## src/rtl/gpirq_pkg.sv

```systemverilog
package gpirq_pkg;

  localparam int PORT_W    = 8;
  localparam int MAX_PORTS = 4;
  localparam int CPU_IDX_W = 2;

  typedef enum logic [2:0] {
    RD_NONE, RD_DATA, RD_DIR, RD_STAT, RD_MODE_LO, RD_MODE_HI, RD_CPU
  } rdSel_e;

  typedef struct packed {
    logic                 wrData;
    logic                 wrDir;
    logic                 wrStat;
    logic                 wrModeLo;
    logic                 wrModeHi;
    logic                 wrCpu;
    logic [CPU_IDX_W-1:0] cpuIdx;
    rdSel_e               rdSel;
    logic [3:0]           be;
    logic [31:0]          wdata;
  } strobes_t;

  // byte lane of port p in a one-bit-per-line register
  function automatic int laneOfPort(input int p);
    return (MAX_PORTS - 1) - p;
  endfunction

  // byte offset of port p across the two edge-select words
  function automatic int modeOffset(input int p);
    return 2 * (p ^ 1);
  endfunction

endpackage

```

## src/rtl/gpirq_ctrl.sv

```systemverilog
module gpirq_ctrl
  import gpirq_pkg::*;
#(
  parameter int NUM_CPUS = 2
) (
  input  logic        mainSel,
  input  logic        cpuSel,
  input  logic        busWr,
  input  logic [2:0]  busAddr,
  input  logic [3:0]  busBe,
  input  logic [31:0] busWdata,
  output strobes_t    stb
);

  always_comb begin
    stb        = '0;
    stb.be     = busBe;
    stb.wdata  = busWdata;
    stb.cpuIdx = busAddr[CPU_IDX_W-1:0];
    stb.rdSel  = RD_NONE;
    if (mainSel) begin
      unique case (busAddr)
        3'd0: begin stb.wrData   = busWr; stb.rdSel = busWr ? RD_NONE : RD_DATA;    end
        3'd2: begin stb.wrDir    = busWr; stb.rdSel = busWr ? RD_NONE : RD_DIR;     end
        3'd3: begin stb.wrStat   = busWr; stb.rdSel = busWr ? RD_NONE : RD_STAT;    end
        3'd4: begin stb.wrModeLo = busWr; stb.rdSel = busWr ? RD_NONE : RD_MODE_LO; end
        3'd5: begin stb.wrModeHi = busWr; stb.rdSel = busWr ? RD_NONE : RD_MODE_HI; end
        default: ;
      endcase
    end else if (cpuSel && (int'(busAddr) < NUM_CPUS)) begin
      stb.wrCpu = busWr;
      stb.rdSel = busWr ? RD_NONE : RD_CPU;
    end
  end

endmodule

```

## src/rtl/gpirq_dpath.sv

```systemverilog
module gpirq_dpath
  import gpirq_pkg::*;
#(
  parameter int NUM_LINES   = 24,
  parameter int NUM_CPUS    = 2,
  parameter int SYNC_STAGES = 2
) (
  input  logic                 clk,
  input  logic                 rstN,
  input  strobes_t             stb,
  input  logic [NUM_LINES-1:0] pinIn,
  output logic [NUM_LINES-1:0] pinOut,
  output logic [NUM_LINES-1:0] pinDir,
  output logic [NUM_CPUS-1:0]  cpuIrq,
  output logic [31:0]          rdata
);

  localparam int NUM_PORTS = NUM_LINES / PORT_W;

  logic [NUM_PORTS-1:0][PORT_W-1:0]             outR, dirR, statR;
  logic [NUM_PORTS-1:0][2*PORT_W-1:0]           modeR;
  logic [NUM_CPUS-1:0][NUM_PORTS-1:0][PORT_W-1:0] enR;
  logic [NUM_CPUS-1:0][NUM_LINES-1:0]           enVec;

  logic [SYNC_STAGES-1:0][NUM_LINES-1:0] syncQ;
  logic [NUM_LINES-1:0] syncd, prevQ, rise, fall;
  logic [NUM_LINES-1:0] riseArm, fallArm, lineArmed, setVec, clrVec, statVec;
  logic unusedBits;

  assign unusedBits = ^{stb.be, stb.wdata};

  // input synchroniser and edge detect
  always_ff @(posedge clk) begin
    if (!rstN) begin
      syncQ <= '0;
      prevQ <= '0;
    end else begin
      syncQ <= {syncQ[SYNC_STAGES-2:0], pinIn};
      prevQ <= syncd;
    end
  end

  assign syncd     = syncQ[SYNC_STAGES-1];
  assign rise      = syncd & ~prevQ;
  assign fall      = ~syncd & prevQ;
  assign setVec    = (rise & riseArm) | (fall & fallArm);
  assign lineArmed = riseArm | fallArm;
  assign statVec   = statR;
  assign pinOut    = outR;
  assign pinDir    = dirR;

  for (genvar p = 0; p < NUM_PORTS; p++) begin : g_port
    localparam int L1 = laneOfPort(p);
    localparam int MO = modeOffset(p);
    localparam int MW = MO / 4;
    localparam int ML = MO % 4;
    logic modeHit;

    assign modeHit = (MW == 0) ? stb.wrModeLo : stb.wrModeHi;
    assign clrVec[PORT_W*p +: PORT_W] =
      (stb.wrStat && stb.be[L1]) ? stb.wdata[8*L1 +: 8] : '0;

    for (genvar i = 0; i < PORT_W; i++) begin : g_pin
      assign riseArm[PORT_W*p+i] = modeR[p][2*i];
      assign fallArm[PORT_W*p+i] = modeR[p][2*i+1];
    end

    always_ff @(posedge clk) begin
      if (!rstN) begin
        outR[p]  <= '0;
        dirR[p]  <= '0;
        statR[p] <= '0;
        modeR[p] <= '0;
      end else begin
        if (stb.wrData && stb.be[L1]) outR[p] <= stb.wdata[8*L1 +: 8];
        if (stb.wrDir  && stb.be[L1]) dirR[p] <= stb.wdata[8*L1 +: 8];
        if (modeHit && stb.be[ML])   modeR[p][7:0]  <= stb.wdata[8*ML +: 8];
        if (modeHit && stb.be[ML+1]) modeR[p][15:8] <= stb.wdata[8*(ML+1) +: 8];
        // a new edge outranks a clear in the same cycle
        statR[p] <= (statR[p] & ~clrVec[PORT_W*p +: PORT_W]) | setVec[PORT_W*p +: PORT_W];
      end
    end

    for (genvar c = 0; c < NUM_CPUS; c++) begin : g_cpu
      always_ff @(posedge clk) begin
        if (!rstN) enR[c][p] <= '1;
        else if (stb.wrCpu && (int'(stb.cpuIdx) == c) && stb.be[L1])
          enR[c][p] <= stb.wdata[8*L1 +: 8];
      end
    end
  end

  for (genvar c = 0; c < NUM_CPUS; c++) begin : g_irq
    assign enVec[c] = enR[c];
    always_ff @(posedge clk) begin
      if (!rstN) cpuIrq[c] <= 1'b0;
      else       cpuIrq[c] <= |(statVec & enVec[c]);
    end
  end

  // readback
  always_comb begin
    rdata = '0;
    for (int p = 0; p < NUM_PORTS; p++) begin
      unique case (stb.rdSel)
        RD_DATA: rdata[8*laneOfPort(p) +: 8] =
                   (dirR[p] & outR[p]) | (~dirR[p] & syncd[PORT_W*p +: PORT_W]);
        RD_DIR:  rdata[8*laneOfPort(p) +: 8] = dirR[p];
        RD_STAT: rdata[8*laneOfPort(p) +: 8] = statR[p];
        RD_MODE_LO: if (modeOffset(p) < 4) rdata[8*(modeOffset(p) % 4) +: 16] = modeR[p];
        RD_MODE_HI: if (modeOffset(p) >= 4) rdata[8*(modeOffset(p) % 4) +: 16] = modeR[p];
        RD_CPU: begin
          for (int c = 0; c < NUM_CPUS; c++)
            if (int'(stb.cpuIdx) == c) rdata[8*laneOfPort(p) +: 8] = enR[c][p];
        end
        default: ;
      endcase
    end
  end

  // a status bit can only appear on a line armed in the cycle before
  AST_STATUS_NEEDS_ARM: assert property (@(posedge clk) disable iff (!rstN)
    ((statVec & ~$past(statVec) & ~$past(lineArmed)) == '0));

  // a status bit can only drop after a clear write hit it
  AST_STATUS_STICKY: assert property (@(posedge clk) disable iff (!rstN)
    (($past(statVec) & ~statVec & ~$past(clrVec)) == '0));

  // no pending status in the previous cycle means no interrupt now
  AST_IRQ_QUIET: assert property (@(posedge clk) disable iff (!rstN)
    ($past(statVec) == '0) |-> (cpuIrq == '0));

endmodule

```

## src/rtl/gpio_irq_router.sv

```systemverilog
module gpio_irq_router
  import gpirq_pkg::*;
#(
  parameter int NUM_LINES   = 24,
  parameter int NUM_CPUS    = 2,
  parameter int SYNC_STAGES = 2
) (
  input  logic                 clk,
  input  logic                 rstN,
  input  logic                 mainSel,
  input  logic                 cpuSel,
  input  logic                 busWr,
  input  logic [2:0]           busAddr,
  input  logic [3:0]           busBe,
  input  logic [31:0]          busWdata,
  output logic [31:0]          busRdata,
  input  logic [NUM_LINES-1:0] pinIn,
  output logic [NUM_LINES-1:0] pinOut,
  output logic [NUM_LINES-1:0] pinDir,
  output logic [NUM_CPUS-1:0]  cpuIrq
);

  localparam int NUM_PORTS = NUM_LINES / PORT_W;

  strobes_t stb;

  gpirq_ctrl #(.NUM_CPUS(NUM_CPUS)) u_ctrl (
    .mainSel (mainSel),
    .cpuSel  (cpuSel),
    .busWr   (busWr),
    .busAddr (busAddr),
    .busBe   (busBe),
    .busWdata(busWdata),
    .stb     (stb)
  );

  gpirq_dpath #(
    .NUM_LINES  (NUM_LINES),
    .NUM_CPUS   (NUM_CPUS),
    .SYNC_STAGES(SYNC_STAGES)
  ) u_dpath (
    .clk   (clk),
    .rstN  (rstN),
    .stb   (stb),
    .pinIn (pinIn),
    .pinOut(pinOut),
    .pinDir(pinDir),
    .cpuIrq(cpuIrq),
    .rdata (busRdata)
  );

  if (NUM_PORTS < MAX_PORTS) begin : g_unused_chk
    localparam int EMPTY_BITS = 8 * (MAX_PORTS - NUM_PORTS);
    always_comb begin
      if (rstN && (stb.rdSel inside {RD_DATA, RD_DIR, RD_STAT, RD_CPU}))
        AST_UNUSED_LANES_ZERO: assert (busRdata[EMPTY_BITS-1:0] == '0);
    end
  end

endmodule

```

## config.mk

```make
export PLATFORM = sky130hd
export DESIGN_NAME = gpio_irq_router
export DESIGN_NICKNAME = d
export VERILOG_FILES = /design/src/rtl/gpirq_pkg.sv /design/src/rtl/gpirq_ctrl.sv /design/src/rtl/gpirq_dpath.sv /design/src/rtl/gpio_irq_router.sv
export SDC_FILE = /design/constraint.sdc
export NUM_CORES = 1
export LEC_CHECK = 0
export ABC_CLOCK_PERIOD_IN_PS = 2200
export BUFFER_PORTS_ARGS = -buffer_cell sky130_fd_sc_hd__buf_2
export CAP_MARGIN = 0
export CELL_PAD_IN_SITES_DETAIL_PLACEMENT = 0
export CELL_PAD_IN_SITES_GLOBAL_PLACEMENT = 2
export CORE_MARGIN = 5
export CORE_UTILIZATION = 34
export CTS_CLUSTER_DIAMETER = 120
export DETAILED_ROUTE_END_ITERATION = 8
export PLACE_DENSITY = 0.8
export SETUP_SLACK_MARGIN = 0.4
export SYNTH_ARGS = -nofsm -noshare
export SYNTH_HDL_FRONTEND = slang
export SYNTH_HIERARCHICAL = 1
export SYNTH_SLANG_ARGS = --single-unit
```

## constraint.sdc

```tcl
create_clock -name clk -period 2.2 [get_ports clk]
set_input_delay 0 -clock clk [delete_from_list [all_inputs] [get_ports clk]]
set_output_delay 0 -clock clk [all_outputs]
set_load 0.03 [all_outputs]
```

Word-level counts from Yosys, hierarchy flattened
Cells that the tools add are included.
W data, S select, Z words.
{ "op_classes": {"order_cmp": 1, "n_eq_ne": 11, "muxes": 32, "bitwise_logic": 30, "reduce_logical": 28} }
{ "op_table": {"columns": ["cell", "n"], "rows": [
  ["$and A24 B24 Y24", 6],
  ["$mux W8", 10],
  ["$and A8 B8 Y8", 9],
  ["$pmux W8 S4", 2],
  ["$not A24 Y24", 2],
  ["$not A8 Y8", 6],
  ["$or A8 B8 Y8", 6],
  ["$reduce_or A24 Y1", 2],
  ["$pmux W8 S5", 1],
  ["$mux W16", 2],
  ["$logic_and A1 B1 Y1", 24],
  ["$or A24 B24 Y24", 1],
  ["$eq A3 B3 Y1 const B", 5],
  ["$mux W3", 5],
  ["$pmux W3 S5", 1],
  ["$eq A3 B2 Y1 const B", 4],
  ["$mux W1", 8],
  ["$mux W5", 1],
  ["$mux W2", 2],
  ["$eq A3 B1 Y1 const B", 1],
  ["$logic_not A3 Y1", 1],
  ["$lt A3 B2 Y1 const B", 1],
  ["$eq A2 B2 Y1 const B", 1],
  ["$logic_not A2 Y1", 1]
]} }
{ "totals": {"regBits": 242, "inputBits": 68, "out_inout_bits": 82, "elab_cells": 128} }

Logic depth before layout (Yosys ltp)
{ "depth": {"ltp_word": 10, "depth_mapped": 9, "ltp_nobuf": 6} }

By module
The synthesis kept the hierarchy.
{ "by_module_without_submodules": {"columns": ["module", "instances", "cells_per_inst", "area_per_inst_um2", "seq_area_each_um2"], "rows": [
  ["gpirq_dpath", 1, 1244, 10410.0, 4844.6],
  ["gpirq_ctrl", 1, 57, 409.1, 0.0]
]} }

Worst setup path after synthesis
OpenSTA, ideal clock, no wires.
{ "synth_timing": {"kind": "input port to output port", "startpoint": "in mainSel", "endpoint": "out busRdata[20]", "t_arrival_ns": 2.336, "t_required_ns": 2.200, "path_slack_ns": -0.136, "cell_stages": 6, "n_path_buf": 2, "path_cell_list": "or3b_1 a211oi_1 clkbuf_1 clkbuf_1 a21oi_1 o21ai_0"} }
{ "synth_lines": {"columns": ["item", "line_no", "rtl"], "rows": [
  ["start, declared", "gpio_irq_router.sv:10", "input logic mainSel,"],
  ["end, declared", "gpio_irq_router.sv:16", "output logic [31:0] busRdata,"]
]} }

==> run summary <==
final cycle utilization of the critical path: 89.8%
Die W: 188 um
synth top area cells: dfxtp_1, nand2_1, nand3_1
Power Dens Cells: 715 nW/um^2
post-layout instance area: 14400 sq um
clk sinks: 242
Root Driver: clkbuf_16
WL final: 39900 um
cell taking the most area after synthesis: dfxtp_1
WS Path Type: primary input to output pin
f_max: 0.506 GHz
die area: 35500 sq um
placed cell count: 1773
startpoint types: primary input
Worst Tran Pin Value: 548 ps
largest net degree at the start of global routing: 71
sequential power share: 43.8%
worst hold margin: 44.7 ps
Ys Warns: 6
leakage power: 5.65 nW
Final Util: 45.7%
most frequent cell after synthesis: nand2_1
Rel. slew slack: 63.5%
max-cap violations: 0
IO Port Bufs: 149
post-place setup slack: 32.3 ps
#FFs+latches synth: 242
status: finished clean
post-route setup slack: 225 ps
synthesized area: 10800 sq um
I/O pin count: 150
RSZ-0062 raised after global routing: yes
Setup Skew: 8.28 ps
H-tree depth: 1
sw power: 2.39 mW
placed wire-length estimate: 27900 um
Layout area overhead: 33.0%
Worst EP required: 2200 ps
Distinct cells, synth: 48
routed via count: 10.0k
Avg WL per Cell: 20.9 um
clock share of power: 48.5%
maximum VDD drop: 0.553 mV
DRC: 0
final std cells w/o fill: 1913
1st-pass router iterations: 5
num rows: 65
Setup-failing EPs final: 0
Final Max Tran Viols: 0
first-pass GRT wire length: 59400 um
Syn Nets: 1369
DP Area: 12000 sq um
Internal: 7.90 mW
CTS tree: built
Critical Path Fanout Max: 12
crit path time final: 1980 ps
total power of the final layout: 10.3 mW
vias in the first global route: 9480
share of cells above drive strength 1: 21.3%
Max clock buf depth: 3
synth cell count leaders: nand2_1, dfxtp_1, nand3_1
EDFF count, synth: 0
arrival time at the worst endpoint: 1980 ps
Die Y: 188 um
final antenna-violating net count: 0
final hold violations: 0
CP Capture Type: output pin
DRT iter0 DRCs: 801
final-stage net count: 1557
clock latency on the worst-skew pair: 540 ps
via-per-instance ratio: 5.24
path type of the worst min-delay path: primary input to flip-flop
initial antenna violation count: 0
top_reg_cell synth: dfxtp_1
core area: 31500 sq um
synthesized area per cell: 8.32 sq um
RD Place Congestion: 0.867
Setup TNS: 0 ps
Syn Inst Count: 1301
share of async-settable or async-resettable flops after synthesis: 0%
Antenna diodes: 0
Clock transition at path regs: 60 ps
R2R Setup Slk: 900 ps
number of buffers created by CTS: 28
Sw Share: 23.2%
fraction of the yosys area taken by sequential cells: 44.8%
Initial Utilization: 34.4%
GRT Overall Usage: 21.3%
grt total ovfl: 0
top-area cell type share of the netlist area: 44.8%
Combinational Power Share: 7.7%
cell families (layout without fill, tap and decap cells):
| group | after synthesis | count (layout) | synth area share [%] |
|---|---|---|---|
| and+or+nand+nor | 614 | 614 | 27.4 |
| DFF | 242 | 242 | 44.8 |
| buffers and inverters | 135 | 345 | 6.46 |
| xor gates and xnor gates | 1 | 1 | 0.0810 |
| AOI/OAI and AO/OA | 267 | 267 | 17.3 |
| muxes | 42 | 42 | 3.91 |
layer usage:
layer | vias up | part of all wire [%] | global-route usage (%)
met5 | - | 0 | 0
met4 | 0 | 3.0 | 5.52
met3 | 61 | 5.7 | 3.06
met2 | 322 | 45 | 33.5
met1 | 4790 | 47 | 30.7
li1 | 4848 | - | -
cell type report:
type	count	area, sq um
Inverter	12	45.0
Clock inverter	16	214
Tap cell	402	503
Timing Repair Buffer	281	2390
Sequential cell	242	4850
Clock buffer	36	782
Fill cell	3081	17100
Multi-Input combinational cell	924	5620
sequential cells by signal, indices dropped and copies added (netlist names):
name	cells
u_dpath/cpuIrq	2
u_dpath/enR	48
u_dpath/fallArm	24
u_dpath/modeR	24
u_dpath/pinDir	24
u_dpath/pinOut	24
u_dpath/prevQ	24
u_dpath/statR	24
u_dpath/syncQ	24
u_dpath/syncd	24
what timing repair did:
item / in CTS / in global routing
endpoints found under the setup margin: 32 / 32
hold endpoints to repair: 212 / 0
resized for setup: 79 / 57
pin swaps: 17 / 9
cloned: 1 / 2
hold buffers: 75 / 0
setup buffers: 6 / 4
worst paths after layout:
path | from | end | cells after the start
max | busAddr[2] | busRdata[12] | 11
min | busBe[0] | u_dpath/fallArm[11]$_SDFFE_PN0P_ | 4
max reg2reg | u_dpath/statR[15]$_SDFF_PN0_ | u_dpath/cpuIrq[0]$_SDFF_PN0_ | 3
min reg2reg | u_dpath/syncQ[20]$_SDFF_PN0_ | u_dpath/syncd[20]$_SDFF_PN0_ | 1
worst max-delay path: stages:
cell and delay [ps]:
buf_8 100, buf_4 150, xnor2_2 150, a2111oi_4 300, buf_6 200, nand4bb_4 210
buf_12 170, nor2_1 60, a31oi_2 290, o221ai_2 150, buf_2 200
placed cells by master (no fill, tap or decap), drive strengths merged, types with 36 or more instances in the layout:
cell type    netlist  layout
and2              82      82
a21oi             36      36
nand3            144     144
a21boi            96      96
nand2            268     268
dlygate4sd3        0      75
buf               56     204
mux2i             40      40
clkbuf            67      38
nor2              36      36
dfxtp            242     242
power by group through the flow:
stage          combinational [mW]  clock, mW  sequential [mW]
2_1_floorplan               0.399          0             4.59
3_3_place_gp                0.629          0             4.61
3_5_place_dp                0.630          0             4.61
4_1_cts                     0.763       5.10             4.51
5_1_grt                     0.845       5.28             4.52
6_report                    0.791       4.99             4.51
(Power assumes the default switching activity.)
